File: config.mk
export PLATFORM = sky130hd
export DESIGN_NAME = alias_regfile
export DESIGN_NICKNAME = d
export VERILOG_FILES = /design/src/rtl/alias_rf_pkg.sv /design/src/rtl/alias_rf_check.sv /design/src/rtl/alias_rf_merge.sv /design/src/rtl/alias_rf_view.sv /design/src/rtl/alias_regfile.sv
export SDC_FILE = /design/constraint.sdc
export NUM_CORES = 1
export LEC_CHECK = 0
export BUFFER_PORTS_ARGS = -buffer_cell sky130_fd_sc_hd__buf_2
export CAP_MARGIN = 20
export CORE_UTILIZATION = 45
export CTS_CLUSTER_DIAMETER = 200
export DETAILED_ROUTE_END_ITERATION = 6
export GPL_ROUTABILITY_DRIVEN = 1
export PLACE_DENSITY = 0.71
export SETUP_SLACK_MARGIN = 0.2
export SYNTH_ARGS = -nofsm -noshare
export SYNTH_HDL_FRONTEND = slang
export SYNTH_SLANG_ARGS = --single-unit
export TNS_END_PERCENT = 10
File: constraint.sdc
create_clock -name clk -period 4 [get_ports clk]
set_input_delay 0.4 -clock clk [delete_from_list [all_inputs] [get_ports clk]]
set_output_delay 0.4 -clock clk [all_outputs]
set_load 0.005 [all_outputs]
File: src/rtl/alias_rf_pkg.sv
package alias_rf_pkg;

  localparam int DATA_W = 32;
  localparam int HALF_W = 16;
  localparam int BYTE_W = 8;

  typedef enum logic [1:0] {
    PART_FULL = 2'b00,
    PART_HALF = 2'b01,
    PART_LOB  = 2'b10,
    PART_HIB  = 2'b11
  } part_e;

  function automatic logic is_byte_part(input logic [1:0] p);
    return (p == PART_LOB) || (p == PART_HIB);
  endfunction

endpackage

File: src/rtl/alias_rf_check.sv
module alias_rf_check
  import alias_rf_pkg::*;
#(
  parameter int NUM_REGS      = 8,
  parameter int NUM_BYTE_REGS = 4,
  localparam int IDX_W        = $clog2(NUM_REGS)
) (
  input  logic [IDX_W-1:0] idx,
  input  logic [1:0]       part,
  output logic             legal
);

  localparam logic [IDX_W-1:0] BYTE_LIM = IDX_W'(NUM_BYTE_REGS);

  logic has_bytes;

  always_comb begin
    has_bytes = (idx < BYTE_LIM);
    legal     = !is_byte_part(part) || has_bytes;
  end

endmodule

File: src/rtl/alias_rf_merge.sv
module alias_rf_merge
  import alias_rf_pkg::*;
#(
  parameter int W = DATA_W,
  localparam int HW = W / 2
) (
  input  logic [W-1:0] old_word,
  input  logic [W-1:0] new_data,
  input  logic [1:0]   part,
  output logic [W-1:0] merged
);

  always_comb begin
    merged = old_word;
    case (part)
      PART_FULL: merged = new_data;
      PART_HALF: merged[HW-1:0] = new_data[HW-1:0];
      PART_LOB:  merged[BYTE_W-1:0] = new_data[BYTE_W-1:0];
      PART_HIB:  merged[2*BYTE_W-1:BYTE_W] = new_data[BYTE_W-1:0];
      default:   merged = old_word;
    endcase
  end

endmodule

File: src/rtl/alias_rf_view.sv
module alias_rf_view
  import alias_rf_pkg::*;
#(
  parameter int W = DATA_W,
  localparam int HW = W / 2
) (
  input  logic [W-1:0] word,
  input  logic [1:0]   part,
  input  logic         pass,
  output logic [W-1:0] view
);

  always_comb begin
    view = '0;
    if (pass) begin
      case (part)
        PART_FULL: view = word;
        PART_HALF: view[HW-1:0] = word[HW-1:0];
        PART_LOB:  view[BYTE_W-1:0] = word[BYTE_W-1:0];
        PART_HIB:  view[BYTE_W-1:0] = word[2*BYTE_W-1:BYTE_W];
        default:   view = '0;
      endcase
    end
  end

endmodule

File: src/rtl/alias_regfile.sv
module alias_regfile
  import alias_rf_pkg::*;
#(
  parameter int NUM_REGS      = 8,
  parameter int NUM_BYTE_REGS = 4,
  localparam int IDX_W        = $clog2(NUM_REGS),
  localparam int NUM_RD       = 2,
  localparam int HW           = DATA_W / 2
) (
  input  logic              clk,
  input  logic              rst,
  input  logic              wr_en,
  input  logic [IDX_W-1:0]  wr_idx,
  input  logic [1:0]        wr_part,
  input  logic [DATA_W-1:0] wr_data,
  input  logic              rd0_en,
  input  logic [IDX_W-1:0]  rd0_idx,
  input  logic [1:0]        rd0_part,
  output logic [DATA_W-1:0] rd0_data,
  input  logic              rd1_en,
  input  logic [IDX_W-1:0]  rd1_idx,
  input  logic [1:0]        rd1_part,
  output logic [DATA_W-1:0] rd1_data,
  output logic              err
);

  logic [DATA_W-1:0] regs_q [NUM_REGS];
  logic              wr_legal;
  logic [DATA_W-1:0] wr_merged;
  logic              err_q;

  logic              rd_en_a   [NUM_RD];
  logic [IDX_W-1:0]  rd_idx_a  [NUM_RD];
  logic [1:0]        rd_part_a [NUM_RD];
  logic [DATA_W-1:0] rd_data_a [NUM_RD];
  logic              rd_legal_a[NUM_RD];
  logic [NUM_RD-1:0] rd_bad;

  // write path: legality, merge of the field into the stored word
  alias_rf_check #(.NUM_REGS(NUM_REGS), .NUM_BYTE_REGS(NUM_BYTE_REGS)) u_wr_chk (
    .idx   (wr_idx),
    .part  (wr_part),
    .legal (wr_legal)
  );

  alias_rf_merge #(.W(DATA_W)) u_wr_merge (
    .old_word (regs_q[wr_idx]),
    .new_data (wr_data),
    .part     (wr_part),
    .merged   (wr_merged)
  );

  always_ff @(posedge clk) begin
    if (rst) begin
      for (int i = 0; i < NUM_REGS; i++) regs_q[i] <= '0;
    end else if (wr_en && wr_legal) begin
      regs_q[wr_idx] <= wr_merged;
    end
  end

  // read ports
  always_comb begin
    rd_en_a[0]   = rd0_en;
    rd_idx_a[0]  = rd0_idx;
    rd_part_a[0] = rd0_part;
    rd_en_a[1]   = rd1_en;
    rd_idx_a[1]  = rd1_idx;
    rd_part_a[1] = rd1_part;
  end

  for (genvar p = 0; p < NUM_RD; p++) begin : g_rd
    alias_rf_check #(.NUM_REGS(NUM_REGS), .NUM_BYTE_REGS(NUM_BYTE_REGS)) u_chk (
      .idx   (rd_idx_a[p]),
      .part  (rd_part_a[p]),
      .legal (rd_legal_a[p])
    );

    alias_rf_view #(.W(DATA_W)) u_view (
      .word (regs_q[rd_idx_a[p]]),
      .part (rd_part_a[p]),
      .pass (rd_en_a[p] && rd_legal_a[p]),
      .view (rd_data_a[p])
    );

    assign rd_bad[p] = rd_en_a[p] && !rd_legal_a[p];
  end

  assign rd0_data = rd_data_a[0];
  assign rd1_data = rd_data_a[1];

  // error pulse
  always_ff @(posedge clk) begin
    if (rst) err_q <= 1'b0;
    else     err_q <= (wr_en && !wr_legal) || (|rd_bad);
  end

  assign err = err_q;

  // assertions
  a_r7_err_after_bad_write: assert property (@(posedge clk) disable iff (rst)
    (wr_en && is_byte_part(wr_part) && (wr_idx >= IDX_W'(NUM_BYTE_REGS))) |=> err);

  a_r6_bad_write_holds: assert property (@(posedge clk) disable iff (rst)
    (wr_en && is_byte_part(wr_part) && (wr_idx >= IDX_W'(NUM_BYTE_REGS)))
      |=> regs_q[$past(wr_idx)] == $past(regs_q[wr_idx]));

  a_r3_half_keeps_upper: assert property (@(posedge clk) disable iff (rst)
    (wr_en && wr_part == PART_HALF)
      |=> regs_q[$past(wr_idx)][DATA_W-1:HW] == $past(regs_q[wr_idx][DATA_W-1:HW]));

  a_r3_hib_keeps_low: assert property (@(posedge clk) disable iff (rst)
    (wr_en && wr_part == PART_HIB)
      |=> regs_q[$past(wr_idx)][BYTE_W-1:0] == $past(regs_q[wr_idx][BYTE_W-1:0]));

  a_r5_narrow_zero_ext: assert property (@(posedge clk) disable iff (rst)
    (rd0_en && rd0_part != PART_FULL) |-> rd0_data[DATA_W-1:HW] == '0);

  a_r7_bad_read_zero: assert property (@(posedge clk) disable iff (rst)
    (rd1_en && is_byte_part(rd1_part) && (rd1_idx >= IDX_W'(NUM_BYTE_REGS))) |-> rd1_data == '0);

endmodule

; ---- After elaboration in Yosys (flattened, before gate mapping)
; Memory sizes are Yosys's and may differ from the RTL's.
; Index checks and enable logic that the tools add are counted.
[totals]
ram_bits = 256
register_bits = 1
inputBits = 52
memories = 1
output_inout_bits = 65
wordCells = 69
[classes]
n_reduce_logical = 33
mux = 19
n_lt_le_gt_ge = 3
eq_ne = 12
[memory_table]
columns = name, depth, width, rd, rd_ports_with_merged_regs, wr, line_no
row1 = regs_q, 8, 32, 2, 0, 8, alias_regfile.sv:27  ; logic [DATA_W-1:0] regs_q [NUM_REGS];
[op_table]
columns = operator, n
row1 = $mux W32, 3
row2 = $mux W16, 3
row3 = $pmux W8 S2, 3
row4 = $reduce_or A32 Y1, 1
row5 = $mux W8, 3
row6 = $eq A2 B2 Y1 const B, 6
row7 = $lt A3 B3 Y1 const B, 3
row8 = $reduce_or A3 Y1, 3
row9 = $reduce_or A2 Y1, 4
row10 = $logic_or A1 B1 Y1, 7
row11 = $eq A2 B1 Y1 const B, 3
row12 = $logic_and A1 B1 Y1, 6
row13 = $logic_not A1 Y1, 6
row14 = $logic_not A2 Y1, 3
row15 = $mux W3, 2
row16 = $reduce_and A2 Y1, 3
row17 = $mux W1, 5
row18 = $ne A1 B1 Y1 const B, 2
row19 = $ne A2 B2 Y1 const B, 1

; ---- Logic depth before layout (Yosys ltp)
; Gate-level depths: netlist of the first run.
[logic_depth]
depth_word = 11
depth_mapped = 6
ltp_nobuf = 3

; ---- Hierarchy
; Synthesis of the first run repeated with hierarchy kept, for this count alone.
[unflattened]
hier_cells = 1137
area_unflattened_um2 = 16507.1
[by_module_without_submodules]
columns = module, cells_per_inst, n_inst, area_per_inst_um2, seq_area_each_um2
row1 = alias_regfile, 966, 1, 15258.4, 7707.4
row2 = alias_rf_view, 57, 2, 351.6, 0.0
row3 = alias_rf_merge, 54, 1, 534.3, 0.0
row4 = alias_rf_check, 1, 3, 3.8, 0.0

; ---- Worst setup path after synthesis of the first run
; OpenSTA, ideal clock, no wires.
[synth_timing]
kind = input -> register
start = input port wr_part[1]
end = memory regs_q[4][16], enable pin
setup_slack_ns = 1.739
setup_ns = 0.373
cell_stages = 5
n_path_buf = 2
required_ns = 3.627
arrival_time_ns = 1.888
path_cell_list = buf_6 -> or4b_4 -> buf_6 -> nor3_4 -> or2_1
[synth_lines]
columns = item, line_no
row1 = start: declaration, alias_regfile.sv:14  ; input logic [1:0] wr_part,
row2 = end: declaration, alias_regfile.sv:27

; ---- Worst setup path in the final report of the first run
[layout_timing]
start = input port rd1_idx[1]
end = output port rd1_data[4]
[layout_between]
elab_chain_cells = 4
elab_cells_between_ends = 6
cone_classes = order compare: 1 / mux: 2 / reduce/logical: 2 / memory: 1
[layout_lines]
columns = item, line_no
row1 = start: declaration, alias_regfile.sv:21  ; input logic [IDX_W-1:0] rd1_idx,
row2 = "parallel branches: the longest is 3 deep, another holds $mem_v2 Z8 W32", -
row3 = $mux W32 *, alias_rf_view.sv:15  ; if (pass) begin
row4 = end: declaration, alias_regfile.sv:23  ; output logic [DATA_W-1:0] rd1_data,
; Every way passes the cells marked *.

==> impl_metrics.ini, run 1 <==
[floorplanning]
coreArea_mm2 = 0.0307
die_x_um = 179
dieArea_mm2 = 0.0320
die_y_um = 179
boundaryPins = 117
start_util_pct = 45.9
rows = 64

[timing]
max_freq_ghz = 0.354
setup_ws_ps = 1180
finalSetupViolations = 0
finalHoldViolCount = 0
min_period_ps = 2820
rsz0062_at_grt = false
final.period_utilization_pct = 70.6
final.setup.tns_ps = 0
drv_slew = 0
relSlewSlack_pct = 24.0
worst_pin_slew_ps = 1140
hold_slack_ps = 242

[logic_synthesis]
async_flop_share_pct = 0
synthTopCellsByArea = edfxtp_1, mux4_2, and2_1, mux2i_1, nor2_1
ys_seq_area_share_pct = 54.8
synth_common_cells = edfxtp_1, and2_1, nor2_1
synth_top_area_share_pct = 54.7
synth_top_flop_cell = edfxtp_1
synth.avg_cell_area_um2 = 14.5
synth_area_leader_cell = edfxtp_1
synth_enable_flop_cells = 256
syn_nets = 1020
synth_seq_cells = 257
syn_area_mm2 = 0.0141
synthCells = 968
yosys_warnings = 0
synth.distinct_cells = 40
yosysMostFrequentCell = edfxtp_1

[clocking]
h-tree-depth = 1
clkSinkCount = 257
cts_tree = built
cts_root_buf = clkbuf_16
cts_hold_buf = 0
clk_pin_slew_worst_paths_ps = 60
clk_path_buf_depth = 3
cts.repair.resized = 0
cts_setup_buffers = 0
cts_inserted_buffers = 26

[worst_setup_path]
critPathLaunchType = primary input
critPathLaunch = rd1_idx[1]
worstSetupPathType = in2out
arrival_ps = 2420
critPathRequiredTime_ps = 3600
critPathMaxFanout = 73
crit_path_end_kind = output port

[drt]
drc = 0
vias = 8935
wl_per_cell_um = 24.9
drt_iter0_drc = 911
drt_wl_total_mm = 36.7
viasPerCell = 6.06
drt_pass1_iterations = 5
antenna_left = 0

[flow_run]
drv_cap = 0

[placement]
place.gp.congestion = 0.883
post-dp-hpwl_mm = 25.3
pre_cts_ws_ps = 1020
portBuffers = 116

[hold_path]
min-delay-start = wr_data[31]
hold_class = in2reg

[pwr]
p_leak_uw = 0.00580
peakVddDrop_uv = 323
p_per_area_mw_per_mm2 = 418

[global_routing]
antenna_found_initial = 6
first_global_vias = 8772
grt_max_degree = 74
grt_pass1_wl_mm = 54.0
overflow = 0
grt_usage_pct = 23.3

[cells_and_area]
finalNetCount = 1108
area_delta_synth_final_pct = 12.9
final_util_pct = 51.8
final_layout_size_suffix_gt1_share_pct = 30.5

[outcome]
status = completed
-- where the power goes --
group          switching [uW]  internal (uW)
Sequential               84.6           3120
Clock                    1010           1670
Combinational             408            343
Total                    1500           5130
-- metal layers --
| layer | global-route usage [%] | up-vias | routed length, um |
|---|---|---|---|
| li1 | - | 3857 | - |
| met3 | 5.68 | 76 | 3380 |
| met5 | 0 | - | 28 |
| met1 | 31.5 | 4530 | 14900 |
| met2 | 36.9 | 468 | 17400 |
| met4 | 7.49 | 4 | 952 |
-- critical path, cell delays in order --
cell	delay (ps)
buf_4	820
mux4_2	390
nor2_1	70
o31ai_1	500
buf_2	200
-- layout by cell type (no fill, tap or decap), types with 5 or more instances in the layout --
| cell | instances |
|---|---|
| mux2_2 | 20 |
| clkbuf_1 | 5 |
| nor2_1 | 121 |
| o22ai_1 | 9 |
| or2_2 | 8 |
| or2_1 | 6 |
| clkbuf_16 | 27 |
| o31ai_1 | 8 |
| nand2_1 | 22 |
| o221ai_1 | 7 |
| mux4_2 | 117 |
| mux2i_1 | 58 |
| edfxtp_1 | 256 |
| and2_1 | 192 |
| bufinv_16 | 6 |
| nand2b_1 | 23 |
| buf_2 | 112 |
| inv_1 | 7 |
| buf_4 | 15 |
-- registers in the layout, summed over array words and instances, names as in the netlist --
register and flops:
err 1, regs_q 256
-- layout make-up --
| cell class | instances | area [um2] |
|---|---|---|
| timing repair buffer | 129 | 713 |
| sequential | 257 | 7710 |
| multi-input combinational | 634 | 5980 |
| inverter | 8 | 30.0 |
| fill | 2522 | 14800 |
| clock inverter | 12 | 213 |
| antenna | 4 | 10.0 |
| tap | 396 | 495 |
| clock buffer | 35 | 736 |
-- path summary, 6_finish.rpt --
check                           to  slack (ps)  cells after the start
min    regs_q[7][31]$_SDFFCE_PN0P_         240                      2
max                    rd1_data[4]        1180                      5
-- kinds of logic after synthesis --
logic type | count (synthesis) | synth area share, %
mux | 195 | 24.5
simple gates | 404 | 16.2
flops | 257 | 54.8
compound gates | 35 | 1.89
buf+inv | 77 | 2.68
-- per-stage QoR --
step	std cells	cell area, um2	total power (uW)
5_1_grt	1474	15900	6810
3_3_place_gp	1424	14900	3980
4_1_cts	1471	15900	6650
6_report	1475	15900	6630
3_5_place_dp	1424	14900	4000
2_1_floorplan	968	14100	3720
Note: power is estimated with default switching activity, not from simulation.
==> inputs of run 2 (changes only) <==
- clock period: 4 -> 2.7 ns (I/O delays scaled with it)
==> run 2 against run 1 <==
- global-route usage grew 0.65 points
- routed wire length grew 2.4%
- worst hold slack got worse by 140 ps
- design area increased by 1.1%
- flip-flop and latch count unchanged
- critical endpoint is now rd0_data[4]
- largest cell class unchanged
==> impl_metrics.ini, run 2 (synthesized netlist as in run 1, its figures left out) <==
[outcome]
status = completed

[clocking]
clkSinkCount = 257
cts_setup_buffers = 0
cts_inserted_buffers = 29
cts_tree = built
cts_root_buf = clkbuf_16
clk_pin_slew_worst_paths_ps = 60
cts_hold_buf = 0
clk_path_buf_depth = 3
h-tree-depth = 1

[cells_and_area]
regMostFlops = regs_q
final_cell_mix = edfxtp_1, and2_1, nor2_1
area_delta_synth_final_pct = 14.2
final_layout_size_suffix_gt1_share_pct = 32.2
final_util_pct = 52.4
fillers = 2550
finalNetCount = 1143
final_common_cell = edfxtp_1
largest_register_ffs = 256
fin_cells = 1509

[drt]
viasPerCell = 5.96
drt_pass1_iterations = 5
drt_iter0_drc = 939
vias = 8993
drc = 0
antenna_left = 0
wl_per_cell_um = 24.9
drt_wl_total_mm = 37.6

[timing]
rsz0062_at_grt = true
drv_slew = 0
final.setup.tns_ps = 0
setup_ws_ps = 175
max_freq_ghz = 0.396
finalHoldViolCount = 0
finalSetupViolations = 0
min_period_ps = 2520
final.period_utilization_pct = 93.5
worst_pin_slew_ps = 968
relSlewSlack_pct = 35.5
hold_slack_ps = 99.0

[flow_run]
drv_cap = 0

[worst_setup_path]
crit_chain = mux4_2 -> mux2i_1 -> o221ai_1 -> buf_2
critPathBufInv = 1
critPathRequiredTime_ps = 2430
slowest_delay_ps = 480
critPathMaxFanout = 2
critPathLaunchType = register
arrival_ps = 2250
crit_family = multiplexers
crit_path_end_kind = output port
worstSetupPathType = reg2out
slowest_stage = mux4_2

[placement]
post-dp-hpwl_mm = 25.9
portBuffers = 116
dp.cells = 1456
pre_cts_ws_ps = 284
place.gp.congestion = 0.929

[floorplanning]
die_y_um = 179
start_util_pct = 45.9
dieArea_mm2 = 0.0320
die_x_um = 179
boundaryPins = 117
rows = 64
coreArea_mm2 = 0.0307

[pwr]
peakVddDrop_uv = 486
p_per_area_mw_per_mm2 = 590
p_leak_uw = 0.00592
pwr-share-clk_pct = 37.9
swShare_pct = 24.0
intPower_uw = 7210
pwr-share-comb_pct = 12.1
switchingPower_uw = 2280
p_seq_share_pct = 50.0

[global_routing]
grt_usage_pct = 23.9
grt_pass1_wl_mm = 55.4
antenna_found_initial = 2
grt_max_degree = 51
overflow = 0
first_global_vias = 8854

[hold_path]
hold_class = in2reg
[run 2: cell count changes in the layout (fill, tap and decap cells not counted), sizes merged]
cell / before / now
buf: 129 / 161
clkinvlp: 2 / 1
bufinv: 6 / 1
diode: 4 / 1
inv: 8 / 9
clkinv: 4 / 14
[run 2: per-layer routing]
metal  wire length, um  track usage [%]
met4               969             6.71
met1             15600             33.5
met3              3230             5.03
met5                11                0
met2             17800             37.8
[run 2: path summary, 6_finish.rpt]
kind / start / end / cells after the start
worst min-delay path: wr_data[31] / regs_q[0][31]$_SDFFCE_PN0P_ / 2
worst max-delay path: regs_q[6][12]$_SDFFCE_PN0P_ / rd0_data[4] / 4
[run 2: area by class of cell]
type / count / area, um2 / area share, %
Tap cell: 396 / 495 / 3.08
Multi-Input combinational cell: 634 / 5990 / 37.3
Inverter: 8 / 30.0 / 0.187
Timing Repair Buffer: 161 / 991 / 6.17
Sequential cell: 257 / 7710 / 48.0
Clock inverter: 17 / 104 / 0.646
Clock buffer: 35 / 748 / 4.66
Antenna cell: 1 / 2.50 / 0.0156
[run 2: per-stage QoR]
step / area [um2] / total power [uW]
CTS: 16100 / 9520
global placement: 15200 / 5930
global route: 16100 / 9790
floorplan: 14100 / 5510
detailed placement: 15200 / 5970
finish: 16100 / 9480
[run 2: power by group through the flow]
stage	combinational (uW)	sequential (uW)	clock, uW
CTS	1150	4740	3630
global placement	1130	4800	0
detailed placement	1150	4820	0
global route	1230	4760	3800
finish	1150	4740	3590
floorplan	756	4760	0
[run 2: what timing repair did]
action	4_1_cts	5_1_grt
endpoints found under the setup margin	1	6
gates resized for setup	1	1
cloned	0	0
==> inputs of run 3 (changes only) <==
- PLACE_DENSITY: 0.71 -> 0.7
- SYNTH_HIERARCHICAL: not set -> 1
==> run 3 against run 2 <==
- first-iteration DRC count up 23%
- global-route usage rose by 1.3 points
- clock power barely moved
- the flow now finishes with violations (design-rule violations)
- routed wire length is 26% higher
- largest power group unchanged
- maximum frequency up 4.0%
==> impl_metrics.ini, run 3 <==
[hold_path]
hold_class = in2reg
min_to = err$_SDFF_PP0_
hold_depth = 2
min-delay-start = rst

[drt]
wl_per_cell_um = 27.9
antenna_left = 0
drt_iter0_drc = 1156
drt_wl_total_mm = 47.4
viasPerCell = 6.61
vias = 11200
drc = 6
drt_pass1_iterations = 7

[pwr]
p_per_area_mw_per_mm2 = 538
p_leak_uw = 0.00646
swShare_pct = 25.7
pwr-share-comb_pct = 17.7
p_seq_share_pct = 46.4
pwr-share-clk_pct = 35.9
intPower_uw = 7490
peakVddDrop_uv = 639
switchingPower_uw = 2590

[placement]
dp.cells = 1649
post-dp-hpwl_mm = 29.9
dpl-instance-area_mm2 = 0.0179
portBuffers = 116
place.gp.congestion = 0.839

[logic_synthesis]
syn_area_mm2 = 0.0165
synthMuxAreaShare_pct = 35.3
async_flop_share_pct = 0
synthXorXnorAreaFrac_pct = 0
synth_top_area_share_pct = 46.6
synth_seq_cells = 257
synth_common_cells = edfxtp_1, nor3_1, mux4_2
ys_seq_area_share_pct = 46.7
yosys_warnings = 6
synth_area_leader_cell = edfxtp_1
synth.avg_cell_area_um2 = 14.5
synth_enable_flop_cells = 256
synthCells = 1137
synth_fa_ha_area_share_pct = 0
synth_compound_area_share_pct = 1.13
syn_nets = 1189
synth_top_family_by_area = multiplexers
synth.distinct_cells = 33
synthTopCellsByArea = edfxtp_1, mux4_2, nor3_1, mux2_2, and2_1
yosys.area_share.simple_pct = 11.8
synth_top_flop_cell = edfxtp_1

[worst_setup_path]
critPathRequiredTime_ps = 2430
rrSetupSlack_ps = 700
critPathBufInv = 1
reg2reg_to = regs_q[1][26]$_SDFFCE_PN0P_
slowest_stage = mux4_2
rr_worst_depth = 5
slowest_delay_ps = 500
crit_family = multiplexers
crit_chain = mux4_2 -> mux2_2 -> nand2_1 -> o21ai_0 -> buf_2
critPathLaunchType = register
timing.rr.start = regs_q[5][26]$_SDFFCE_PN0P_
critPathMaxFanout = 3
worstSetupPathType = reg2out
arrival_ps = 2160
crit_path_end_kind = output port

[cells_and_area]
final_layout_size_suffix_gt1_share_pct = 44.5
final_cell_mix = nor3_1, edfxtp_1, mux4_2
area_delta_synth_final_pct = 13.5
largest_register_ffs = 256
regMostFlops = regs_q
finalNetCount = 1267
fin_cells = 1696
fin_area_mm2 = 0.0187

[global_routing]
grt_max_degree = 69
overflow = 0
grt_usage_pct = 25.2
first_global_vias = 11500
antenna_found_initial = 2
grt_pass1_wl_mm = 70.8

[timing]
rsz0062_at_grt = false
finalSetupViolations = 0
finalHoldViolCount = 0
min_period_ps = 2430
skew_ps = 15.2
drv_slew = 0
worst_pin_slew_ps = 901
max_freq_ghz = 0.412
relSlewSlack_pct = 39.9
final.setup.tns_ps = 0
final.period_utilization_pct = 89.9

[clocking]
clock_latency_ps = 540
clk_path_buf_depth = 3
cts_tree = built
clkSinkCount = 257
cts_hold_buf = 0
clk_pin_slew_worst_paths_ps = 70
cts.repair.resized = 0
h-tree-depth = 1
cts_setup_buffers = 0
cts_root_buf = clkbuf_16
cts_inserted_buffers = 25

[floorplanning]
coreArea_mm2 = 0.0358
start_util_pct = 46.1
die_y_um = 194
rows = 69
dieArea_mm2 = 0.0375
die_x_um = 194
boundaryPins = 117

[outcome]
status = finished with violations
failed_checks = design-rule violations

[flow_run]
drv_cap = 0
## run 3: routing by layer
layer | vias up | routed length, um | global-route usage [%]
met4 | 0 | 2060 | 11.5
met1 | 5710 | 17200 | 31.2
met2 | 602 | 24100 | 43.7
met3 | 140 | 3970 | 4.01
met5 | - | 0 | 0
li1 | 4758 | - | -
## run 3: power by group through the flow
| stage | Combinational (uW) | Clock, uW | Sequential (uW) |
|---|---|---|---|
| after floorplan | 1210 | 0 | 4720 |
| after global placement | 1750 | 0 | 4740 |
| after detailed placement | 1770 | 0 | 4760 |
| after CTS | 1780 | 3630 | 4680 |
| after global routing | 1880 | 3760 | 4700 |
| final | 1780 | 3620 | 4680 |
## run 3: how the worst max path moves through the flow
stage          slack [ps]                         from  cells after the start                           to
2_1_floorplan        -400                    wr_idx[1]                      6   regs_q[0][0]$_SDFFCE_PN0P_
3_3_place_gp          230                    wr_idx[1]                      7  regs_q[4][25]$_SDFFCE_PN0P_
3_5_place_dp          200                    wr_idx[1]                      7  regs_q[1][22]$_SDFFCE_PN0P_
4_1_cts               300  regs_q[5][12]$_SDFFCE_PN0P_                      5                  rd1_data[4]
5_1_grt               210   regs_q[4][5]$_SDFFCE_PN0P_                      5                  rd0_data[5]
6_report              270   regs_q[4][5]$_SDFFCE_PN0P_                      5                  rd0_data[5]
## run 3: through the flow
stage          worst slack [ps]  hold slack, ps  utilization, %  power, uW
5_1_grt                     213            92.3            52.3      10300
6_report                    273            73.5            52.3      10100
4_1_cts                     303            64.0            52.3      10100
2_1_floorplan              -404             433               -       5930
3_3_place_gp                234             630            49.9       6490
3_5_place_dp                196             624            49.9       6530
## run 3: layout make-up
type	count	area (um2)
diodes	1	2.50
multi-input cells	719	8080
well taps	461	577
clock inverters	17	199
fillers	2925	17100
inverters	32	120
flip-flops and latches	257	7710
repair buffers	180	1410
clock buffers	29	641
## run 3: kinds of logic (layout without fill, tap and decap cells)
group / after synthesis / in the layout
AND/OR/NAND/NOR: 366 / 366
multiplexers: 320 / 320
flip-flops: 257 / 257
buffers and inverters: 161 / 258
AO/OA/AOI/OAI: 33 / 33
other: 0 / 1
